### src/rtl/dmap_pkg.sv
package dmap_pkg;

    // Configuration field widths (register layout of the geometry word)
    localparam int COL_CFG_W  = 4;
    localparam int ROW_CFG_W  = 6;
    localparam int BANK_CFG_W = 3;
    localparam int ROW_LIMIT  = 31;
    localparam int SHIFT_W    = 8;

    // Widest decoded fields
    localparam int COL_OUT_W  = (1 << COL_CFG_W) - 1;
    localparam int ROW_OUT_W  = ROW_LIMIT;
    localparam int BANK_OUT_W = (1 << BANK_CFG_W) - 1;

    // Width codes
    localparam logic [2:0] WCODE_X8      = 3'd0;
    localparam logic [2:0] WCODE_X16     = 3'd1;
    localparam logic [2:0] WCODE_X32     = 3'd2;
    localparam logic [2:0] WCODE_X16_ECC = 3'd3;
    localparam logic [2:0] WCODE_X32_ECC = 3'd4;

    typedef enum logic {
        LAYOUT_CHIP_TOP = 1'b0,
        LAYOUT_ROW_TOP  = 1'b1
    } layout_e;

    typedef struct packed {
        layout_e                layout;
        logic [COL_CFG_W-1:0]   col_bits;
        logic [ROW_CFG_W-1:0]   row_bits;
        logic [BANK_CFG_W-1:0]  bank_bits;
        logic                   cs_bits;
        logic [1:0]             lane_bits;
    } geom_t;

    typedef struct packed {
        logic                   chip;
        logic [ROW_OUT_W-1:0]   row;
        logic [BANK_OUT_W-1:0]  bank;
        logic [COL_OUT_W-1:0]   col;
    } dram_loc_t;

    // Only code 2 moves the row above the chip select
    function automatic layout_e map_order(input logic [1:0] code);
        return (code == 2'd2) ? LAYOUT_ROW_TOP : LAYOUT_CHIP_TOP;
    endfunction

    // log2 of data bytes per beat; ECC lanes are excluded
    function automatic logic [1:0] lane_bits_of(input logic [2:0] code);
        case (code)
            WCODE_X16, WCODE_X16_ECC: return 2'd1;
            WCODE_X32, WCODE_X32_ECC: return 2'd2;
            default:                  return 2'd0;
        endcase
    endfunction

endpackage

### src/rtl/dmap_geom_norm.sv
module dmap_geom_norm
    import dmap_pkg::*;
#(
    parameter int DEFAULT_ROW_BITS = 14
) (
    input  logic [COL_CFG_W-1:0]  col_bits_i,
    input  logic [ROW_CFG_W-1:0]  row_bits_i,
    input  logic [BANK_CFG_W-1:0] bank_bits_i,
    input  logic                  cs_sel_i,
    input  logic [1:0]            order_i,
    input  logic [2:0]            width_i,
    output geom_t                 geom_o
);
    localparam logic [ROW_CFG_W-1:0] ROW_FALLBACK = ROW_CFG_W'(DEFAULT_ROW_BITS);

    always_comb begin
        geom_o.layout    = map_order(order_i);
        geom_o.col_bits  = col_bits_i;
        geom_o.row_bits  = (row_bits_i > ROW_CFG_W'(ROW_LIMIT)) ? ROW_FALLBACK : row_bits_i;
        geom_o.bank_bits = bank_bits_i;
        geom_o.cs_bits   = cs_sel_i;
        geom_o.lane_bits = lane_bits_of(width_i);
    end

endmodule

### src/rtl/dmap_size_calc.sv
module dmap_size_calc
    import dmap_pkg::*;
#(
    parameter int SIZE_W = 64
) (
    input  logic [COL_CFG_W-1:0]  col_bits_i,
    input  logic [ROW_CFG_W-1:0]  row_bits_i,
    input  logic [BANK_CFG_W-1:0] bank_bits_i,
    input  logic                  cs_bits_i,
    input  logic [1:0]            lane_bits_i,
    output logic [SIZE_W-1:0]     size_o
);
    logic [SHIFT_W-1:0] total_shift;

    // Chip count is 1 or 2 and bytes are 1, 2 or 4: all powers of two
    always_comb begin
        total_shift = SHIFT_W'(col_bits_i) + SHIFT_W'(row_bits_i) + SHIFT_W'(bank_bits_i)
                    + SHIFT_W'(cs_bits_i) + SHIFT_W'(lane_bits_i);
        size_o = SIZE_W'(1) << total_shift;
    end

endmodule

### src/rtl/dmap_field_split.sv
module dmap_field_split
    import dmap_pkg::*;
#(
    parameter int ADDR_W = 32
) (
    input  logic [ADDR_W-1:0] addr_i,
    input  geom_t             geom_i,
    output dram_loc_t         loc_o
);
    function automatic logic [ADDR_W-1:0] low_ones(input logic [SHIFT_W-1:0] n);
        return (ADDR_W'(1) << n) - ADDR_W'(1);
    endfunction

    logic [ADDR_W-1:0] above_lane;
    logic [ADDR_W-1:0] above_col;
    logic [ADDR_W-1:0] above_bank;
    logic [ADDR_W-1:0] above_row;
    logic [ADDR_W-1:0] above_cs;

    always_comb begin
        above_lane = addr_i >> geom_i.lane_bits;
        above_col  = above_lane >> geom_i.col_bits;
        above_bank = above_col >> geom_i.bank_bits;
        above_row  = above_bank >> geom_i.row_bits;
        above_cs   = above_bank >> geom_i.cs_bits;

        loc_o.col  = COL_OUT_W'(above_lane & low_ones(SHIFT_W'(geom_i.col_bits)));
        loc_o.bank = BANK_OUT_W'(above_col & low_ones(SHIFT_W'(geom_i.bank_bits)));

        if (geom_i.layout == LAYOUT_ROW_TOP) begin
            loc_o.chip = above_bank[0] & geom_i.cs_bits;
            loc_o.row  = ROW_OUT_W'(above_cs & low_ones(SHIFT_W'(geom_i.row_bits)));
        end else begin
            loc_o.chip = above_row[0] & geom_i.cs_bits;
            loc_o.row  = ROW_OUT_W'(above_bank & low_ones(SHIFT_W'(geom_i.row_bits)));
        end
    end

endmodule

### src/rtl/dram_addr_mapper.sv
module dram_addr_mapper
    import dmap_pkg::*;
#(
    parameter int ADDR_W           = 32,
    parameter int SIZE_W           = 64,
    parameter int DEFAULT_ROW_BITS = 14
) (
    input  logic                   clk,
    input  logic                   rst,
    input  logic [ADDR_W-1:0]      addr_i,
    input  logic [COL_CFG_W-1:0]   cfg_col_bits_i,
    input  logic [ROW_CFG_W-1:0]   cfg_row_bits_i,
    input  logic [BANK_CFG_W-1:0]  cfg_bank_bits_i,
    input  logic                   cfg_cs_sel_i,
    input  logic [1:0]             cfg_order_i,
    input  logic [2:0]             cfg_width_i,
    output logic                   chip_o,
    output logic [ROW_OUT_W-1:0]   row_o,
    output logic [BANK_OUT_W-1:0]  bank_o,
    output logic [COL_OUT_W-1:0]   col_o,
    output logic                   out_of_range_o,
    output logic [SIZE_W-1:0]      mem_size_o
);
    geom_t              geom;
    dram_loc_t          loc_d;
    logic [SIZE_W-1:0]  size_d;
    logic               beyond_d;

    dmap_geom_norm #(.DEFAULT_ROW_BITS(DEFAULT_ROW_BITS)) u_norm (
        .col_bits_i  (cfg_col_bits_i),
        .row_bits_i  (cfg_row_bits_i),
        .bank_bits_i (cfg_bank_bits_i),
        .cs_sel_i    (cfg_cs_sel_i),
        .order_i     (cfg_order_i),
        .width_i     (cfg_width_i),
        .geom_o      (geom)
    );

    dmap_size_calc #(.SIZE_W(SIZE_W)) u_size (
        .col_bits_i  (geom.col_bits),
        .row_bits_i  (geom.row_bits),
        .bank_bits_i (geom.bank_bits),
        .cs_bits_i   (geom.cs_bits),
        .lane_bits_i (geom.lane_bits),
        .size_o      (size_d)
    );

    dmap_field_split #(.ADDR_W(ADDR_W)) u_split (
        .addr_i (addr_i),
        .geom_i (geom),
        .loc_o  (loc_d)
    );

    assign beyond_d = (SIZE_W'(addr_i) >= size_d);

    always_ff @(posedge clk) begin
        if (rst) begin
            chip_o         <= 1'b0;
            row_o          <= '0;
            bank_o         <= '0;
            col_o          <= '0;
            out_of_range_o <= 1'b0;
            mem_size_o     <= '0;
        end else begin
            chip_o         <= loc_d.chip;
            row_o          <= loc_d.row;
            bank_o         <= loc_d.bank;
            col_o          <= loc_d.col;
            out_of_range_o <= beyond_d;
            mem_size_o     <= size_d;
        end
    end

    AST_ONE_CHIP_NO_SELECT: assert property (@(posedge clk) disable iff (rst)
        (cfg_cs_sel_i == 1'b0) |=> (chip_o == 1'b0));

    AST_COL_FITS_COUNT: assert property (@(posedge clk) disable iff (rst)
        1'b1 |=> ((col_o >> $past(cfg_col_bits_i)) == '0));

    AST_SIZE_NONZERO: assert property (@(posedge clk) disable iff (rst)
        1'b1 |=> (mem_size_o != '0));

    AST_ZERO_ADDR_IN_RANGE: assert property (@(posedge clk) disable iff (rst)
        (addr_i == '0) |=> !out_of_range_o);

    AST_ROW_FALLBACK_WIDTH: assert property (@(posedge clk) disable iff (rst)
        (cfg_row_bits_i > ROW_CFG_W'(ROW_LIMIT)) |=> ((row_o >> DEFAULT_ROW_BITS) == '0));

    AST_RESET_CLEARS: assert property (@(posedge clk)
        rst |=> (mem_size_o == '0 && !out_of_range_o && row_o == '0 && col_o == '0));

endmodule

### config.mk
export PLATFORM = sky130hd
export DESIGN_NAME = dram_addr_mapper
export DESIGN_NICKNAME = d
export VERILOG_FILES = /design/src/rtl/dmap_pkg.sv /design/src/rtl/dmap_geom_norm.sv /design/src/rtl/dmap_size_calc.sv /design/src/rtl/dmap_field_split.sv /design/src/rtl/dram_addr_mapper.sv
export SDC_FILE = /design/constraint.sdc
export NUM_CORES = 1
export LEC_CHECK = 0
export ABC_CLOCK_PERIOD_IN_PS = 9300
export BUFFER_PORTS_ARGS = -buffer_cell sky130_fd_sc_hd__buf_2
export CAP_MARGIN = 15
export CORE_MARGIN = 2
export CORE_UTILIZATION = 25
export CTS_CLUSTER_DIAMETER = 30
export CTS_CLUSTER_SIZE = 20
export DETAILED_ROUTE_END_ITERATION = 16
export PLACE_DENSITY_LB_ADDON = 0.08
export SLEW_MARGIN = 30
export SYNTH_ARGS = -nofsm -noshare
export SYNTH_HDL_FRONTEND = slang
export SYNTH_SLANG_ARGS = --single-unit
### constraint.sdc
create_clock -name clk -period 9.3 [get_ports clk]
set_clock_uncertainty 0.1 [all_clocks]
set_input_delay 1.395 -clock clk [delete_from_list [all_inputs] [get_ports clk]]
set_output_delay 1.395 -clock clk [all_outputs]
set_load 0.02 [all_outputs]
==> results of run 1 <==
==> worst paths after layout <==
kind,start,end,cells after the start
worst min-delay path,cfg_col_bits_i[3],col_o[9],3
worst max-delay path,cfg_row_bits_i[5],out_of_range_o,27
==> cell families (layout without fill, tap and decap cells) <==
logic type | count (synthesis) | in the layout | synth area share [%]
flops | 119 | 119 | 20.8
simple gates | 660 | 660 | 27.7
xor+xnor | 18 | 18 | 1.38
mux | 92 | 92 | 10.4
compound gates | 417 | 417 | 28.3
fa+ha+maj | 46 | 46 | 5.30
buf+inv | 146 | 254 | 6.13
==> cells in the mapped netlist, drive strengths merged (10+ instances only) <==
library cell / instances / area, um^2
nor2: 198 / 748
nand2: 161 / 604
dfxtp: 119 / 2380
nand3: 74 / 375
o21ai: 70 / 350
nor3: 69 / 345
clkbuf: 68 / 255
a21oi: 65 / 325
mux2i: 56 / 568
buf: 52 / 348
ha: 42 / 526
nand2b: 35 / 219
a211oi: 31 / 238
inv: 24 / 90.1
nor2b: 22 / 138
a21o: 20 / 150
o22ai: 19 / 131
mux2: 18 / 210
mux4: 18 / 405
o32ai: 18 / 251
a22oi: 15 / 118
and3: 15 / 93.8
nand4: 14 / 87.6
or2: 14 / 87.6
o211ai: 13 / 103
o221ai: 13 / 144
a2111oi: 12 / 111
and2: 12 / 75.1
a221oi: 10 / 106
a32oi: 10 / 87.6
nor4: 10 / 62.6
==> registers in the layout (all words and copies together) (netlist names) <==
signal / cells
chip_o: 1
bank_o: 7
row_o: 31
out_of_range_o: 1
mem_size_o: 64
col_o: 15
==> layer usage <==
metal	global-route usage, %	wire length, um	vias to the layer above
li1	-	-	5839
met1	31.2	25100	6080
met2	33.8	23400	480
met3	4.04	3520	68
met4	6.24	1220	2
met5	0	13	-
==> power by group <==
part,leakage [nW],internal (mW),switching [mW]
logic,4.05,0.286,0.641
registers,0.968,0.541,0.00737
clock network,0.288,0.402,0.243
total,5.31,1.23,0.891
==> cell type report <==
| class | instances | area (um^2) |
|---|---|---|
| Clock inverter | 13 | 144 |
| Fill cell | 5009 | 32100 |
| Clock buffer | 18 | 439 |
| Sequential cell | 119 | 2380 |
| Inverter | 26 | 97.6 |
| Multi-Input combinational cell | 1233 | 8360 |
| Timing Repair Buffer | 197 | 1050 |
| Tap cell | 600 | 751 |
==> worst max-delay path, stage by stage <==
cell and delay [ns]:
buf_2 0.23, or2_2 0.42, inv_1 0.22, fa_1 0.51, fa_1 0.59, inv_1 0.06
ha_1 0.28, a21o_1 0.17, a21oi_1 0.22, nor2b_1 0.07, o21ai_0 0.20, xor2_1 0.68
nand2b_1 0.38, nor3_1 0.11, ha_1 0.27, nand2b_1 0.14, a21o_1 0.17, a21o_1 0.17
a21o_1 0.16, a21o_1 0.16, a21o_1 0.16, a21o_1 0.16, a21o_1 0.17, a21o_1 0.17
a21o_1 0.17, a211oi_1 0.21, a2111oi_0 0.10
==> per-stage QoR <==
stage / setup WS, ns / utilization [%]
finish: 1.69 / 29.2
global route: 1.25 / 29.2
CTS: 1.70 / 29.2
detailed placement: 1.25 / 27.9
global placement: 1.32 / 27.9
floorplan: 1.60 / -
==> flow_metrics.py, run 1 <==
metrics = {
    "run_status": {
        "outcome": "completed",
    },
    "global_route": {
        "grt_first_pass_wirelength_um": 78800,
        "antenna_found_initial": 2,
        "overflow": 0,
        "grt_pass1_vias": 11900,
        "grt_max_degree": 96,
        "grtUsageTotal_pct": 22.0,
    },
    "yosys": {
        "synth_cell_types": 106,
        "netlist_area_um2": 11400,
        "syn-mean-instance-area_um2": 7.63,
        "synth-seq-area-share_pct": 20.8,
        "synthArstFlopShare_pct": 0,
        "yosys_warnings": 0,
        "synth_flop_cell": "dfxtp_1",
        "ys_seq_elements": 119,
        "synthesis.nets": 1597,
        "synth_edf_count": 0,
        "syn_inst": 1498,
    },
    "clock_tree": {
        "cts_tree": "yes",
        "cts.sink_count": 119,
        "clk_path_buf_depth": 2,
        "postCtsSetupRepairBufs": 0,
        "cts_hold_buf": 0,
        "cts.htree.levels": 4,
        "cts_root_buffer": "clkbuf_16",
        "numCtsBuffers": 17,
        "clkSlewWorstSetupHoldPaths_ns": 0.06,
        "post_cts_resize_count": 0,
    },
    "sta": {
        "period_share_pct": 81.8,
        "rsz0062_at_grt": "no",
        "timing.hold.ws_ns": 1.27,
        "max_slew_margin_pct": 31.6,
        "max_freq_mhz": 131,
        "hold_viol_final": 0,
        "final_max_slew_viol_count": 0,
        "fin_tns_setup_ns": 0,
        "tightest_slew_ns": 1.01,
        "finalCriticalPeriod_ns": 7.61,
        "setup_viol": 0,
    },
    "cells_and_area": {
        "drive_gt1_share_pct": 19.4,
        "final_cell_mix": "195 x nor2_1, 170 x buf_2, 161 x nand2_1, 119 x dfxtp_1, 73 x nand3_1",
        "nets": 1693,
        "design_area_um2": 13200,
        "n_antenna_cell": 0,
        "final_common_cell": "nor2_1",
        "instances_no_fill": 2206,
        "area_delta_synth_final_pct": 15.8,
    },
    "floorplan": {
        "row_count": 78,
        "start_util_pct": 25.2,
        "boundaryPins": 172,
        "dieArea_um2": 47400,
        "core_um2": 45300,
        "fp.dieW_um": 218,
        "chipHeight_um": 218,
    },
    "placement": {
        "placed_cells": 2175,
        "place_area_um2": 12600,
        "detailed_place_hpwl_um": 41400,
        "gp_congestion": 0.886,
        "io_buffers": 171,
    },
    "power_and_ir_drop": {
        "p_leak_nw": 5.31,
        "peakVddDrop_mv": 0.169,
        "power_density_nw_per_um2": 160,
        "power_mw": 2.12,
    },
    "drt": {
        "ant_nets": 0,
        "first_pass_iters": 5,
        "drtIter0Drc": 1058,
        "finalWirelength_um": 53300,
        "routedWlPerCell_um": 24.2,
        "vias": 12500,
        "viasPerCell": 5.65,
        "post-route-drc-count": 0,
    },
    "setup_path": {
        "cp.required_ns": 9.46,
        "cp-start-kind": "input port",
        "setup.worst_path.end_class": "flop",
        "critical_path_arrival_ns": 7.76,
        "critPathKind": "in2reg",
        "worstPathMaxFanout": 18,
    },
    "flow_run": {
        "maxCapViolations": 0,
    },
    "min_path": {
        "hold_class": "in2reg",
    },
}
No activity file was read; power rests on OpenSTA's default activity.
==> run 2, diff against run 1 <==
ABC_CLOCK_PERIOD_IN_PS = 6950   (was 9300)
clock period = 6.95 ns   (was 9.3 ns; I/O delays follow)
==> run 2 against run 1 <==
  * Sequential share of layout area fell by 0.42 points
  * Die area did not move
  * Sequential power rose by 34%
  * Final area rose by 2.4%
  * Highest routed layer is now met4
  * Final cell count rose by 1.7%
  * Hold slack got worse by 0.27 ns
  * Global-route usage rose by 0.25 points
  * Clock power rose by 47%
  * Total power rose by 40%
  * First-iteration DRC count fell by 9.4%
  * Critical path depth did not move
==> flow_metrics.py, run 2 (same netlist as run 1, synthesis figures left out) <==
metrics = {
    "drt": {
        "dr_wl_met3_um": 2890,
        "drtIter0Drc": 959,
        "post-route-drc-count": 0,
        "dr.max_layer_used": "met4",
        "first_pass_iters": 6,
        "viasPerCell": 5.67,
        "vias": 12700,
        "finalWirelength_um": 53600,
        "ant_nets": 0,
        "routedWlPerCell_um": 23.9,
        "met2_length_um": 24000,
        "m1WireLength_um": 25800,
    },
    "cells_and_area": {
        "instances_no_fill": 2243,
        "top_register": "mem_size_o",
        "drive_gt1_share_pct": 21.1,
        "top_regs": "mem_size_o: 64 flops, row_o: 31 flops, col_o: 15 flops",
        "final_common_cell": "nor2_1",
        "largest_register_ffs": 64,
        "n_antenna_cell": 0,
        "area_delta_synth_final_pct": 18.5,
        "nets": 1729,
        "design_area_um2": 13500,
        "final_cell_mix": "195 x nor2_1, 171 x buf_2, 161 x nand2_1, 119 x dfxtp_1, 73 x nand3_1",
    },
    "power_and_ir_drop": {
        "power_density_nw_per_um2": 219,
        "power_mw": 2.97,
        "p_sw_share_pct": 40.8,
        "p_comb_share_pct": 43.3,
        "peakVddDrop_mv": 0.159,
        "p_int_mw": 1.76,
        "p_leak_nw": 5.50,
        "pwr-share-seq_pct": 24.8,
        "switching_power_mw": 1.21,
        "clkPwrFrac_pct": 31.9,
    },
    "sta": {
        "rsz0062_at_grt": "no",
        "hold_viol_final": 0,
        "final_max_slew_viol_count": 0,
        "finalCriticalPeriod_ns": 6.48,
        "max_slew_margin_pct": 31.1,
        "fin_tns_setup_ns": 0,
        "setup_viol": 0,
        "timing.hold.ws_ns": 0.998,
        "max_freq_mhz": 154,
        "period_share_pct": 93.3,
        "tightest_slew_ns": 1.01,
    },
    "setup_path": {
        "path_common_cell": "a21o_1",
        "endpoint": "out_of_range_o",
        "cp.required_ns": 7.14,
        "crit_start": "cfg_row_bits_i[5]",
        "cp.depth": 27,
        "worstPathMaxFanout": 12,
        "crit_family": "compound AO/OA/AOI/OAI gates",
        "setup.worst_path.end_class": "flop",
        "crit_buf_inv": 4,
        "slowest_delay_ns": 0.59,
        "critical_path_arrival_ns": 6.67,
        "critPathKind": "in2reg",
        "crit_slowest_cell": "fa_1",
        "cp-start-kind": "input port",
    },
    "placement": {
        "gp_congestion": 0.926,
        "placed_cells": 2210,
        "place_area_um2": 12900,
        "io_buffers": 171,
        "detailed_place_hpwl_um": 42100,
    },
    "clock_tree": {
        "cts.sink_count": 119,
        "cts_hold_buf": 0,
        "numCtsBuffers": 17,
        "postCtsSetupRepairBufs": 0,
        "clkSlewWorstSetupHoldPaths_ns": 0.06,
        "post_cts_resize_count": 0,
        "clk_path_buf_depth": 2,
        "cts.htree.levels": 4,
        "cts_root_buffer": "clkbuf_16",
        "cts_tree": "yes",
    },
    "global_route": {
        "antenna_found_initial": 0,
        "grt_pass1_vias": 12000,
        "overflow": 0,
        "grtUsageTotal_pct": 22.2,
        "grt_first_pass_wirelength_um": 80100,
        "grt_max_degree": 58,
    },
    "floorplan": {
        "boundaryPins": 172,
        "fp.dieW_um": 218,
        "row_count": 78,
        "dieArea_um2": 47400,
        "core_um2": 45300,
        "start_util_pct": 25.2,
        "chipHeight_um": 218,
    },
    "flow_run": {
        "maxCapViolations": 0,
    },
    "min_path": {
        "hold_class": "in2reg",
    },
    "run_status": {
        "outcome": "completed",
    },
}
## run 2: changes by cell type in the layout (fill, tap and decap cells not counted), sizes merged
| cell | change |
|---|---|
| buf | +36 |
| clkinv | -5 |
| inv | +4 |
| bufinv | +2 |
## run 2: power groups by stage
stage          registers (mW)  clock network (mW)  logic, mW
2_1_floorplan           0.801                   0      0.761
3_3_place_gp            0.750                   0       1.27
3_5_place_dp            0.751                   0       1.27
4_1_cts                 0.736               0.965       1.27
5_1_grt                 0.738               0.996       1.40
6_report                0.735               0.946       1.28
## run 2: worst min-delay path by stage
| stage | startpoint | endpoint | slack [ns] | cells after the start |
|---|---|---|---|---|
| after CTS | cfg_cs_sel_i | chip_o | 0.97 | 4 |
| after detailed placement | mem_size_o[41] | mem_size_o[41] | 1.36 | 1 |
| final | cfg_cs_sel_i | chip_o | 1.0 | 4 |
| after floorplan | rst | row_o[23] | 1.15 | 3 |
| after global routing | cfg_cs_sel_i | chip_o | 0.98 | 4 |
| after global placement | mem_size_o[60] | mem_size_o[60] | 1.36 | 1 |
## run 2: final cells by class
class	instances	area, um^2
Clock buffer	18	429
Clock inverter	14	206
Fill cell	4994	31700
Inverter	26	97.6
Multi-Input combinational cell	1233	8360
Sequential cell	119	2380
Tap cell	600	751
Timing Repair Buffer	233	1320
## run 2: through the flow
step / util, % / setup slack, ns
detailed placement: 28.5 / 0.0994
global route: 29.9 / 0.146
global placement: 28.5 / 0.142
floorplan: - / 0.00431
CTS: 29.9 / 0.531
finish: 29.9 / 0.466
## run 2: metal layers
| metal | track usage [%] | vias up |
|---|---|---|
| met1 | 32.4 | 6272 |
| met5 | 0 | - |
| li1 | - | 5937 |
| met2 | 34.8 | 451 |
| met3 | 2.34 | 53 |
| met4 | 5.78 | 0 |
## run 2: tightest hold or removal path: cells and delay by family
kind,cells,cell delay (ns)
buffers and inverters,1,0.17
AOI/OAI and AO/OA,2,0.21
and+or+nand+nor,1,0.05
==> run 3, diff against run 2 <==
CELL_PAD_IN_SITES_DETAIL_PLACEMENT = 1   (was not set)
CELL_PAD_IN_SITES_GLOBAL_PLACEMENT = 2   (was not set)
==> run 3 against run 2 <==
  * Sequential share of layout area barely moved
  * Routed wire length grew 7.2%
  * Combinational power grew 3%
  * Non-clock buffer count grew 3
  * Flip-flop and latch count unchanged
  * Critical path type unchanged
==> flow_metrics.py, run 3 (same netlist as run 1, synthesis figures left out) <==
metrics = {
    "run_status": {
        "outcome": "completed",
    },
    "drt": {
        "vias": 12700,
        "ant_nets": 0,
        "finalWirelength_um": 57500,
        "post-route-drc-count": 0,
        "routedWlPerCell_um": 25.6,
        "viasPerCell": 5.66,
        "drtIter0Drc": 1012,
        "first_pass_iters": 8,
    },
    "floorplan": {
        "row_count": 78,
        "start_util_pct": 25.2,
        "boundaryPins": 172,
        "chipHeight_um": 218,
        "core_um2": 45300,
        "dieArea_um2": 47400,
        "fp.dieW_um": 218,
    },
    "clock_tree": {
        "clk_path_buf_depth": 2,
        "cts.sink_count": 119,
        "postCtsSetupRepairBufs": 0,
        "cts_hold_buf": 0,
        "clkSlewWorstSetupHoldPaths_ns": 0.06,
        "cts_root_buffer": "clkbuf_16",
        "cts_tree": "yes",
        "cts.htree.levels": 4,
        "numCtsBuffers": 17,
        "post_cts_resize_count": 0,
    },
    "power_and_ir_drop": {
        "p_leak_nw": 5.51,
        "clkPwrFrac_pct": 30.9,
        "switching_power_mw": 1.24,
        "power_mw": 2.97,
        "p_sw_share_pct": 41.6,
        "p_int_mw": 1.74,
        "power_density_nw_per_um2": 219,
        "pwr-share-seq_pct": 24.7,
        "p_comb_share_pct": 44.4,
        "peakVddDrop_mv": 0.176,
    },
    "cells_and_area": {
        "top_regs": "mem_size_o: 64 flops, row_o: 31 flops, col_o: 15 flops",
        "final_common_cell": "nor2_1",
        "final_core_util_pct": 29.9,
        "n_antenna_cell": 0,
        "design_area_um2": 13500,
        "top_register": "mem_size_o",
        "largest_register_ffs": 64,
        "nets": 1732,
        "drive_gt1_share_pct": 21.1,
        "nFillCells": 5550,
        "area_delta_synth_final_pct": 18.5,
        "final_cell_mix": "196 x nor2_1, 170 x buf_2, 160 x nand2_1, 119 x dfxtp_1, 73 x nand3_1",
    },
    "global_route": {
        "grtUsageTotal_pct": 23.9,
        "grt_use_met3_pct": 3.11,
        "use_met2_pct": 38.0,
        "antenna_found_initial": 1,
        "overflow": 0,
        "met1_usage_pct": 33.7,
        "grt_first_pass_wirelength_um": 85400,
        "grt_pass1_vias": 12600,
        "grt_max_degree": 139,
        "top_usage_layer": "met2",
    },
    "sta": {
        "setup_viol": 0,
        "fin_tns_setup_ns": 0,
        "tightest_slew_ns": 0.985,
        "period_share_pct": 90.8,
        "hold_viol_final": 0,
        "max_freq_mhz": 158,
        "final_max_slew_viol_count": 0,
        "rsz0062_at_grt": "no",
        "finalCriticalPeriod_ns": 6.31,
        "max_slew_margin_pct": 33.7,
    },
    "flow_run": {
        "maxCapViolations": 0,
    },
    "setup_path": {
        "cp-start-kind": "input port",
        "cp.required_ns": 7.13,
        "setup.worst_path.end_class": "flop",
        "worstPathMaxFanout": 4,
        "critical_path_arrival_ns": 6.49,
        "critPathKind": "in2reg",
    },
    "min_path": {
        "hold_class": "in2reg",
    },
    "placement": {
        "io_buffers": 171,
        "place_area_um2": 12900,
        "detailed_place_hpwl_um": 44900,
        "gp_congestion": 0.889,
    },
}
## run 3: changes by cell type in the layout (fill, tap and decap cells not counted), sizes merged
| cell | delta |
|---|---|
| clkinv | +3 |
| buf | +3 |
| inv | -4 |
| bufinv | -1 |
| clkbuf | +2 |
## run 3: worst paths after layout
path | slack, ns | depth (start not counted) | from | endpoint
hold / removal | 0.98 | 4 | cfg_cs_sel_i | chip_o
setup / recovery | 0.64 | 27 | cfg_row_bits_i[5] | out_of_range_o
## run 3: metrics by stage
step | std cells | hold WS (ns) | worst slack, ns
after global placement | 2214 | 1.36 | 0.249
after floorplan | 1498 | 1.15 | 0.00431
after detailed placement | 2214 | 1.36 | 0.156
final | 2246 | 0.984 | 0.641
after CTS | 2246 | 0.966 | 0.621
after global routing | 2246 | 1.01 | 0.290
## run 3: critical path, stage by stage
cell and delay [ns]:
buf_2 0.13, or2_2 0.32, inv_1 0.11, fa_1 0.47, fa_1 0.59, inv_1 0.06, ha_1 0.28, a21o_1 0.18
a21oi_1 0.22, nor2b_1 0.07, o21ai_0 0.19, xor2_1 0.30, nand2b_1 0.19, nor3_1 0.06, ha_1 0.26, nand2b_1 0.14
a21o_1 0.17, a21o_1 0.16, a21o_1 0.17, a21o_1 0.17, a21o_1 0.17, a21o_1 0.17, a21o_1 0.17, a21o_1 0.17
a21o_1 0.17, a211oi_1 0.23, a2111oi_0 0.11
## run 3: area by class of cell
cell class | count | area [um^2] | area share [%]
Timing Repair Buffer | 236 | 1360 | 10.0
Clock inverter | 12 | 164 | 1.21
Multi-Input combinational cell | 1233 | 8350 | 61.6
Sequential cell | 119 | 2380 | 17.6
Clock buffer | 20 | 447 | 3.30
Tap cell | 600 | 751 | 5.54
Inverter | 26 | 97.6 | 0.720
## run 3: power groups by stage
stage	Combinational (mW)	Sequential [mW]	Clock, mW
floorplan	0.761	0.801	0
global placement	1.30	0.750	0
detailed placement	1.31	0.751	0
CTS	1.31	0.736	0.940
global route	1.43	0.738	0.971
finish	1.32	0.735	0.917
## run 3: per-layer routing
metal  up-vias  share of wire (%)
li1       5904                  -
met2       398                 45
met1      6340                 48
met5         -                  0
met3        68                4.9
met4         0                2.4
